===== config.mk =====
export PLATFORM = sky130hd
export DESIGN_NAME = irq_agg_top
export DESIGN_NICKNAME = d
export VERILOG_FILES = /design/src/rtl/irq_agg_pkg.sv /design/src/rtl/sc_reg_pair.sv /design/src/rtl/ctx_bank.sv /design/src/rtl/irq_out.sv /design/src/rtl/irq_agg_top.sv
export SDC_FILE = /design/constraint.sdc
export NUM_CORES = 1
export LEC_CHECK = 0
export BUFFER_PORTS_ARGS = -buffer_cell sky130_fd_sc_hd__buf_2
export CORE_MARGIN = 3
export CORE_UTILIZATION = 51
export CTS_CLUSTER_DIAMETER = 150
export CTS_CLUSTER_SIZE = 8
export DETAILED_ROUTE_END_ITERATION = 8
export HOLD_SLACK_MARGIN = 0.06
export PLACE_DENSITY = 0.77
export SYNTH_ARGS = -nofsm -noshare
export SYNTH_HDL_FRONTEND = slang
export SYNTH_HIERARCHICAL = 1
export SYNTH_SLANG_ARGS = --single-unit

===== constraint.sdc =====
create_clock -name clk -period 4.24 [get_ports clk]
set_input_delay 0.636 -clock clk [delete_from_list [all_inputs] [get_ports clk]]
set_output_delay 0.636 -clock clk [all_outputs]
set_load 0.02 [all_outputs]

===== src/rtl/irq_agg_pkg.sv =====
package irq_agg_pkg;
    localparam int DATA_W     = 32;
    localparam int NUM_TX     = 4;
    localparam int NUM_RX     = 4;
    localparam int ADDR_W     = 4;
    localparam int SUM_TX_BIT = 6;
    localparam int SUM_RX_BIT = 7;
    localparam int MASTER_BIT = 31;

    typedef enum logic [2:0] {
        IDX_MAIN_EVT = 3'd0,
        IDX_MAIN_MSK = 3'd1,
        IDX_TX_EVT   = 3'd2,
        IDX_TX_MSK   = 3'd3,
        IDX_RX_EVT   = 3'd4,
        IDX_RX_MSK   = 3'd5
    } reg_idx_e;

    typedef struct packed {
        logic       en;
        logic [2:0] idx;
        logic       clr;
    } wr_dec_t;

    localparam logic [DATA_W-1:0] MAIN_RO_MASK =
        (DATA_W'(1) << SUM_TX_BIT) | (DATA_W'(1) << SUM_RX_BIT);

    function automatic wr_dec_t decode_wr(input logic en, input logic [ADDR_W-1:0] a);
        wr_dec_t d;
        d.en  = en;
        d.idx = a[ADDR_W-1:1];
        d.clr = a[0];
        return d;
    endfunction

    function automatic logic hits_set(input wr_dec_t d, input reg_idx_e k);
        return d.en && (d.idx == k) && !d.clr;
    endfunction

    function automatic logic hits_clr(input wr_dec_t d, input reg_idx_e k);
        return d.en && (d.idx == k) && d.clr;
    endfunction
endpackage


===== src/rtl/sc_reg_pair.sv =====
module sc_reg_pair #(
    parameter int              W       = 32,
    parameter logic [W-1:0]    RO_MASK = '0
) (
    input  logic         clk,
    input  logic         rst,
    input  logic         set_we,
    input  logic         clr_we,
    input  logic [W-1:0] wdata,
    input  logic [W-1:0] hw_set,
    output logic [W-1:0] q
);
    logic [W-1:0] set_bits, clr_bits, nxt;

    always_comb begin
        set_bits = set_we ? wdata : '0;
        clr_bits = clr_we ? wdata : '0;
        nxt      = (((q | set_bits) & ~clr_bits) | hw_set) & ~RO_MASK;
    end

    always_ff @(posedge clk) begin
        if (rst) q <= '0;
        else     q <= nxt;
    end

    // a hardware pulse always leaves its bit set
    p_hw_set_wins_r7: assert property (@(posedge clk) disable iff (rst)
        (|(hw_set & ~RO_MASK)) |=> ((q & $past(hw_set & ~RO_MASK)) == $past(hw_set & ~RO_MASK)));

    // set write leaves written ones set
    p_set_r1: assert property (@(posedge clk) disable iff (rst)
        set_we |=> ((q & $past(wdata & ~RO_MASK)) == $past(wdata & ~RO_MASK)));

    // clear write clears written ones unless a pulse hits the bit
    p_clear_r2: assert property (@(posedge clk) disable iff (rst)
        clr_we |=> ((q & $past(wdata & ~hw_set)) == '0));
endmodule


===== src/rtl/ctx_bank.sv =====
module ctx_bank #(
    parameter int N = 4
) (
    input  logic         clk,
    input  logic         rst,
    input  logic         evt_set_we,
    input  logic         evt_clr_we,
    input  logic         msk_set_we,
    input  logic         msk_clr_we,
    input  logic [N-1:0] wdata,
    input  logic [N-1:0] done,
    output logic [N-1:0] evt_q,
    output logic [N-1:0] msk_q,
    output logic         summary
);
    sc_reg_pair #(.W(N), .RO_MASK('0)) u_evt (
        .clk(clk), .rst(rst), .set_we(evt_set_we), .clr_we(evt_clr_we),
        .wdata(wdata), .hw_set(done), .q(evt_q)
    );

    sc_reg_pair #(.W(N), .RO_MASK('0)) u_msk (
        .clk(clk), .rst(rst), .set_we(msk_set_we), .clr_we(msk_clr_we),
        .wdata(wdata), .hw_set('0), .q(msk_q)
    );

    logic [N-1:0] gated;
    genvar g;
    generate
        for (g = 0; g < N; g++) begin : g_gate
            assign gated[g] = evt_q[g] & msk_q[g];
        end
    endgenerate
    assign summary = |gated;

    // an empty bank never raises its summary
    p_summary_quiet_r5: assert property (@(posedge clk) disable iff (rst)
        (evt_q == '0) |-> !summary);
    // a completion pulse lands in the event register
    p_done_lands_r4: assert property (@(posedge clk) disable iff (rst)
        (|done) |=> ((evt_q & $past(done)) == $past(done)));
endmodule


===== src/rtl/irq_out.sv =====
module irq_out #(
    parameter int W = 32
) (
    input  logic         clk,
    input  logic         rst,
    input  logic [W-2:0] evt_low,
    input  logic [W-1:0] msk,
    output logic         irq
);
    logic pending;
    assign pending = |(evt_low & msk[W-2:0]);

    always_ff @(posedge clk) begin
        if (rst) irq <= 1'b0;
        else     irq <= msk[W-1] & pending;
    end

    // irq only follows a cycle in which the master enable was set
    p_master_gate_r6: assert property (@(posedge clk) disable iff (rst)
        irq |-> $past(msk[W-1]));
endmodule


===== src/rtl/irq_agg_top.sv =====
module irq_agg_top
    import irq_agg_pkg::*;
(
    input  logic              clk,
    input  logic              rst,
    input  logic              wr_en,
    input  logic [ADDR_W-1:0] wr_addr,
    input  logic [DATA_W-1:0] wr_data,
    input  logic [ADDR_W-1:0] rd_addr,
    output logic [DATA_W-1:0] rd_data,
    input  logic [DATA_W-1:0] hw_evt,
    input  logic [NUM_TX-1:0] tx_done,
    input  logic [NUM_RX-1:0] rx_done,
    output logic              irq
);
    wr_dec_t dec;
    assign dec = decode_wr(wr_en, wr_addr);

    logic [DATA_W-1:0] main_evt_q, main_msk_q, main_evt_rd;
    logic [NUM_TX-1:0] tx_evt_q, tx_msk_q;
    logic [NUM_RX-1:0] rx_evt_q, rx_msk_q;
    logic              tx_sum, rx_sum;

    sc_reg_pair #(.W(DATA_W), .RO_MASK(MAIN_RO_MASK)) u_main_evt (
        .clk(clk), .rst(rst),
        .set_we(hits_set(dec, IDX_MAIN_EVT)), .clr_we(hits_clr(dec, IDX_MAIN_EVT)),
        .wdata(wr_data), .hw_set(hw_evt), .q(main_evt_q)
    );

    sc_reg_pair #(.W(DATA_W), .RO_MASK('0)) u_main_msk (
        .clk(clk), .rst(rst),
        .set_we(hits_set(dec, IDX_MAIN_MSK)), .clr_we(hits_clr(dec, IDX_MAIN_MSK)),
        .wdata(wr_data), .hw_set('0), .q(main_msk_q)
    );

    ctx_bank #(.N(NUM_TX)) u_tx (
        .clk(clk), .rst(rst),
        .evt_set_we(hits_set(dec, IDX_TX_EVT)), .evt_clr_we(hits_clr(dec, IDX_TX_EVT)),
        .msk_set_we(hits_set(dec, IDX_TX_MSK)), .msk_clr_we(hits_clr(dec, IDX_TX_MSK)),
        .wdata(wr_data[NUM_TX-1:0]), .done(tx_done),
        .evt_q(tx_evt_q), .msk_q(tx_msk_q), .summary(tx_sum)
    );

    ctx_bank #(.N(NUM_RX)) u_rx (
        .clk(clk), .rst(rst),
        .evt_set_we(hits_set(dec, IDX_RX_EVT)), .evt_clr_we(hits_clr(dec, IDX_RX_EVT)),
        .msk_set_we(hits_set(dec, IDX_RX_MSK)), .msk_clr_we(hits_clr(dec, IDX_RX_MSK)),
        .wdata(wr_data[NUM_RX-1:0]), .done(rx_done),
        .evt_q(rx_evt_q), .msk_q(rx_msk_q), .summary(rx_sum)
    );

    always_comb begin
        main_evt_rd = main_evt_q;
        main_evt_rd[SUM_TX_BIT] = tx_sum;
        main_evt_rd[SUM_RX_BIT] = rx_sum;
    end

    always_comb begin
        unique case (rd_addr[ADDR_W-1:1])
            IDX_MAIN_EVT: rd_data = main_evt_rd;
            IDX_MAIN_MSK: rd_data = main_msk_q;
            IDX_TX_EVT:   rd_data = DATA_W'(tx_evt_q);
            IDX_TX_MSK:   rd_data = DATA_W'(tx_msk_q);
            IDX_RX_EVT:   rd_data = DATA_W'(rx_evt_q);
            IDX_RX_MSK:   rd_data = DATA_W'(rx_msk_q);
            default:      rd_data = '0;
        endcase
    end

    irq_out #(.W(DATA_W)) u_irq (
        .clk(clk), .rst(rst),
        .evt_low(main_evt_rd[DATA_W-2:0]), .msk(main_msk_q), .irq(irq)
    );

    // software cannot store a value in the summary positions
    p_summary_ro_r5: assert property (@(posedge clk) disable iff (rst)
        (main_evt_q[SUM_TX_BIT] == 1'b0) && (main_evt_q[SUM_RX_BIT] == 1'b0));
endmodule


[After elaboration in Yosys (flattened, before gate mapping)]
Index checks and enable logic that the tools add are counted.
Operators by class
  multipliers: 0
  div/mod/pow operators: 0
  bitwise logic cells: 31
  order comparisons: 0
  shift-type cells: 0
  muxes and demuxes: 13
  eq/ne operators: 10
  reductions and logical operators: 24
  add/sub/neg operators: 0
Operator list (count)
  one-hot mux 32 bit (6 select lines): 1
  2-to-1 mux 32 bit: 4
  OR 32 bit: 3
  bitwise AND 32 bit: 2
  inverter 32 bit: 2
  2-to-1 mux 4 bit: 8
  bitwise AND 31 bit: 1
  OR reduction 31 bit: 1
  OR 4 bit: 6
  logical AND 1 bit: 18
  bitwise AND 4 bit: 4
  inverter 4 bit: 4
  == test 3 x 2 -> 1 bit (second input constant): 4
  == test 3 bit (second input constant): 4
  bitwise AND 1 bit: 9
  OR reduction 4 bit: 2
  == test 3 x 1 -> 1 bit (second input constant): 2
  logical NOT 3 bit: 2
  logical NOT 1 bit: 1
Storage, ports and cells
  register bits after elaboration: 81
  memory bits (read-only): 0
  word-level logic and storage cells: 86
  memory bits (writable): 0
  input bits: 83
  output and inout port bits: 33
  memories kept: 0
  bits in latches: 0

[Longest topological paths before layout]
  word-level depth: 7
  depth in mapped cells: 5
  depth with buffers taken out: 5

[Hierarchy]
The synthesis kept the hierarchy.
By module, submodules not included
  sc_reg_pair at u_main_msk: area an instance 1682.9 sq um, sequential area each 640.6 sq um, times used 1, cells each 137
  sc_reg_pair at u_main_evt: area an instance 1621.6 sq um, sequential area each 600.6 sq um, times used 1, cells each 132
  sc_reg_pair at u_rx.u_evt ...: area an instance 160.2 sq um, sequential area each 80.1 sq um, times used 4, cells each 16
  irq_agg_top: area an instance 638.1 sq um, sequential area each 0.0 sq um, times used 1, cells each 82
  irq_out: area an instance 201.4 sq um, sequential area each 20.0 sq um, times used 1, cells each 21
  ctx_bank: area an instance 22.5 sq um, sequential area each 0.0 sq um, times used 2, cells each 4

[Worst setup path after synthesis]
No wires, ideal clock.
  path kind: input-to-output
  start: input rd_addr[2]
  end: output rd_data[10]
  slack: 1.991 ns
  arrival: 1.613 ns
  stages on the path: 4
  required time: 3.604 ns
  cells stage by stage: buf_2 > nor3_4 > buf_2 > a22o_1
On the way
  longest elaborated chain between the ends: 2
  elaborated cells on any way between the ends: 7
  classes of those cells: eq/ne: 5; mux: 1; reduce/logical: 1
Ends and longest elaborated chain
  start, declared: RTL line irq_agg_top.sv:9  | input logic [ADDR_W-1:0] rd_addr,
  == test 3 bit (tied with other cells): RTL line irq_agg_top.sv:59  | unique case (rd_addr[ADDR_W-1:1])
  one-hot mux 32 bit (6 select lines) (*): RTL line irq_agg_top.sv:59
  end, declared: RTL line irq_agg_top.sv:10  | output logic [DATA_W-1:0] rd_data,
Mark *: on every way between the ends. The rest lies on a longest branch, timed or not.

[Worst setup path in the final report]
  start: input rd_addr[1]
  end: output rd_data[10]
Same word-level chain as after synthesis.

==> impl_metrics.json <==
{
  "status": "completed",
  "irDropWorstVdd_uv": 232,
  "cts.sinks": 79,
  "route.met2.wl_um": 6590,
  "viasPerCell": 5.84,
  "crit_path_end_kind": "output port",
  "drt_iter0_drc": 172,
  "tns_ns": 0,
  "rows": 34,
  "m1WireLength_um": 5890,
  "synthesis.area_mm2": 0.00481,
  "leakagePower_uw": 0.00237,
  "rsz0062_at_grt": "false",
  "grt_max_degree": 55,
  "path_class": "in2out",
  "period_minus_slack_ns": 2.59,
  "diodes": 0,
  "cp_data_arrival_time_ns": 1.95,
  "clk_pin_slew_ns": 0.08,
  "worst_setup_path_start_kind": "primary input",
  "start_util_pct": 53.9,
  "gp_congestion": 0.832,
  "cts_tree": "done",
  "fin_nets": 707,
  "finalSetupViolCount": 0,
  "cellPowerDensity_mw_per_mm2": 317,
  "via_count": 4298,
  "ant_nets": 0,
  "dr_wl_met3_um": 943,
  "cts_resized": 0,
  "fin_cells": 736,
  "antenna_found_initial": 0,
  "post-route-period-util_pct": 61.0,
  "post-dp-hpwl_um": 9400,
  "wl_um": 13600,
  "multi_input_area_mm2": 0.00306,
  "fillerInstances": 754,
  "core_area_mm2": 0.00893,
  "root_buffer": "clkbuf_8",
  "first_global_vias": 4269,
  "worst_slew_margin_rel_pct": 23.2,
  "grt_overflow_total": 0,
  "avgSynthCellArea_um2": 10.9,
  "worstPathMaxFanout": 28,
  "fin_ws_ns": 1.65,
  "htree_num_levels": 3,
  "cts_hold_buf": 0,
  "dieArea_mm2": 0.0106,
  "drive_gt1_share_pct": 42.5,
  "syn_inst": 441,
  "yosysWarningCount": 6,
  "clock_path_buffers": 2,
  "clkLatencyLatePin_ns": 0.34,
  "drc": 0,
  "grt_first_pass_wirelength_um": 21600,
  "die_h_um": 103,
  "regArea_mm2": 0.00158,
  "pre_cts_slack_ns": 1.72,
  "skew_ns": 0.00688,
  "port_buffers": 112,
  "area_growth_pct": 23.2,
  "report.final.slew_viol_count": 0,
  "required_ns": 3.60,
  "postCtsSetupBuffers": 0,
  "dp.cells": 721,
  "cts_buffers": 9,
  "io-pin-count": 116,
  "cap_violations": 0,
  "drtPass1Iterations": 4,
  "hp-class": "reg2reg",
  "finalHoldViolations": 0,
  "final_util_pct": 66.3,
  "grtUsageTotal_pct": 26.0,
  "tightest_slew_ns": 1.14,
  "top_layer": "met4",
  "wl_per_cell_um": 18.5,
  "fmax_mhz": 387,
  "die_x_um": 103
}
[through the flow]
stage	instance area (um2)	hold WS (ns)	power, uW
after floorplan	5100	0.441	1090
after global placement	5700	0.505	1220
after detailed placement	5700	0.506	1230
after CTS	5930	0.525	1890
after global routing	5930	0.534	1960
final	5930	0.525	1880
[sequential cells by signal, summed over array words and instances, names as in the netlist]
signal and count:
u_tx/u_evt/q 4, u_irq/irq 1, u_rx/u_evt/q 4, u_main_msk/q 32, u_tx/u_msk/q 4, u_main_evt/q 30
u_rx/u_msk/q 4
[path summary, 6_finish.rpt]
path                                                  start                   end  slack, ns  cells after the start
worst max-delay path                             rd_addr[1]           rd_data[10]       1.65                      5
worst min-delay path            u_main_msk/q[31]$_SDFF_PP0_  u_irq/irq$_SDFF_PP0_       0.52                      1
worst max register to register   u_tx/u_evt/q[0]$_SDFF_PP0_  u_irq/irq$_SDFF_PP0_       2.58                      5
worst min register to register  u_main_msk/q[31]$_SDFF_PP0_  u_irq/irq$_SDFF_PP0_       0.52                      1
[critical path, stage by stage]
cell and delay, ns:
buf_2 0.29, nor3b_4 0.24, buf_4 0.38, a22o_1 0.22
buf_2 0.17
[power by group]
part           switching, uW  internal (uW)  total (uW)  leakage (uW)
sequential              56.1            799         855      0.000663
combinational            213            154         367       0.00159
clock                    271            388         659      0.000113
total                    540           1340        1880       0.00237
[layer usage]
metal,vias up,GRT usage [%]
li1,2061,-
met1,2084,32.7
met2,140,44.2
met3,13,7.04
met4,0,6.67
met5,-,0
[cell type report]
| type | instances | area share (%) |
|---|---|---|
| well taps | 108 | 2.28 |
| clock buffers | 11 | 2.22 |
| clock inverters | 4 | 1.60 |
| multi-input cells | 334 | 51.6 |
| inverters | 80 | 5.07 |
| repair buffers | 120 | 10.5 |
| flip-flops and latches | 79 | 26.7 |
[placed cells by master (no fill, tap or decap)]
cell         n
nor3_4       1
nor2b_1      1
buf_2      111
nor3_2       2
a311oi_1    18
clkinv_2     1
clkbuf_8     9
clkbuf_1     2
o311a_1      1
buf_4        9
nor3b_4      1
a22oi_1     10
mux4_1       1
o21ai_0      2
nand2_1      5
nor3_1       2
dfxtp_1     79
a22o_1      33
a211oi_1    20
or3b_2       1
nor2_1       6
inv_1       80
conb_1      80
a31oi_1      1
nand3b_1     2
a21oi_1      2
a222oi_1     1
a221oi_2     4
nand3_1      4
mux2_2       3
a221oi_1     1
nor4_2       2
a311oi_2    60
bufinv_16    3
nand4_1      2
a21o_1       2
mux2i_1      4
a211oi_2    60
nand2b_1     2
(Power assumes the default switching activity.)
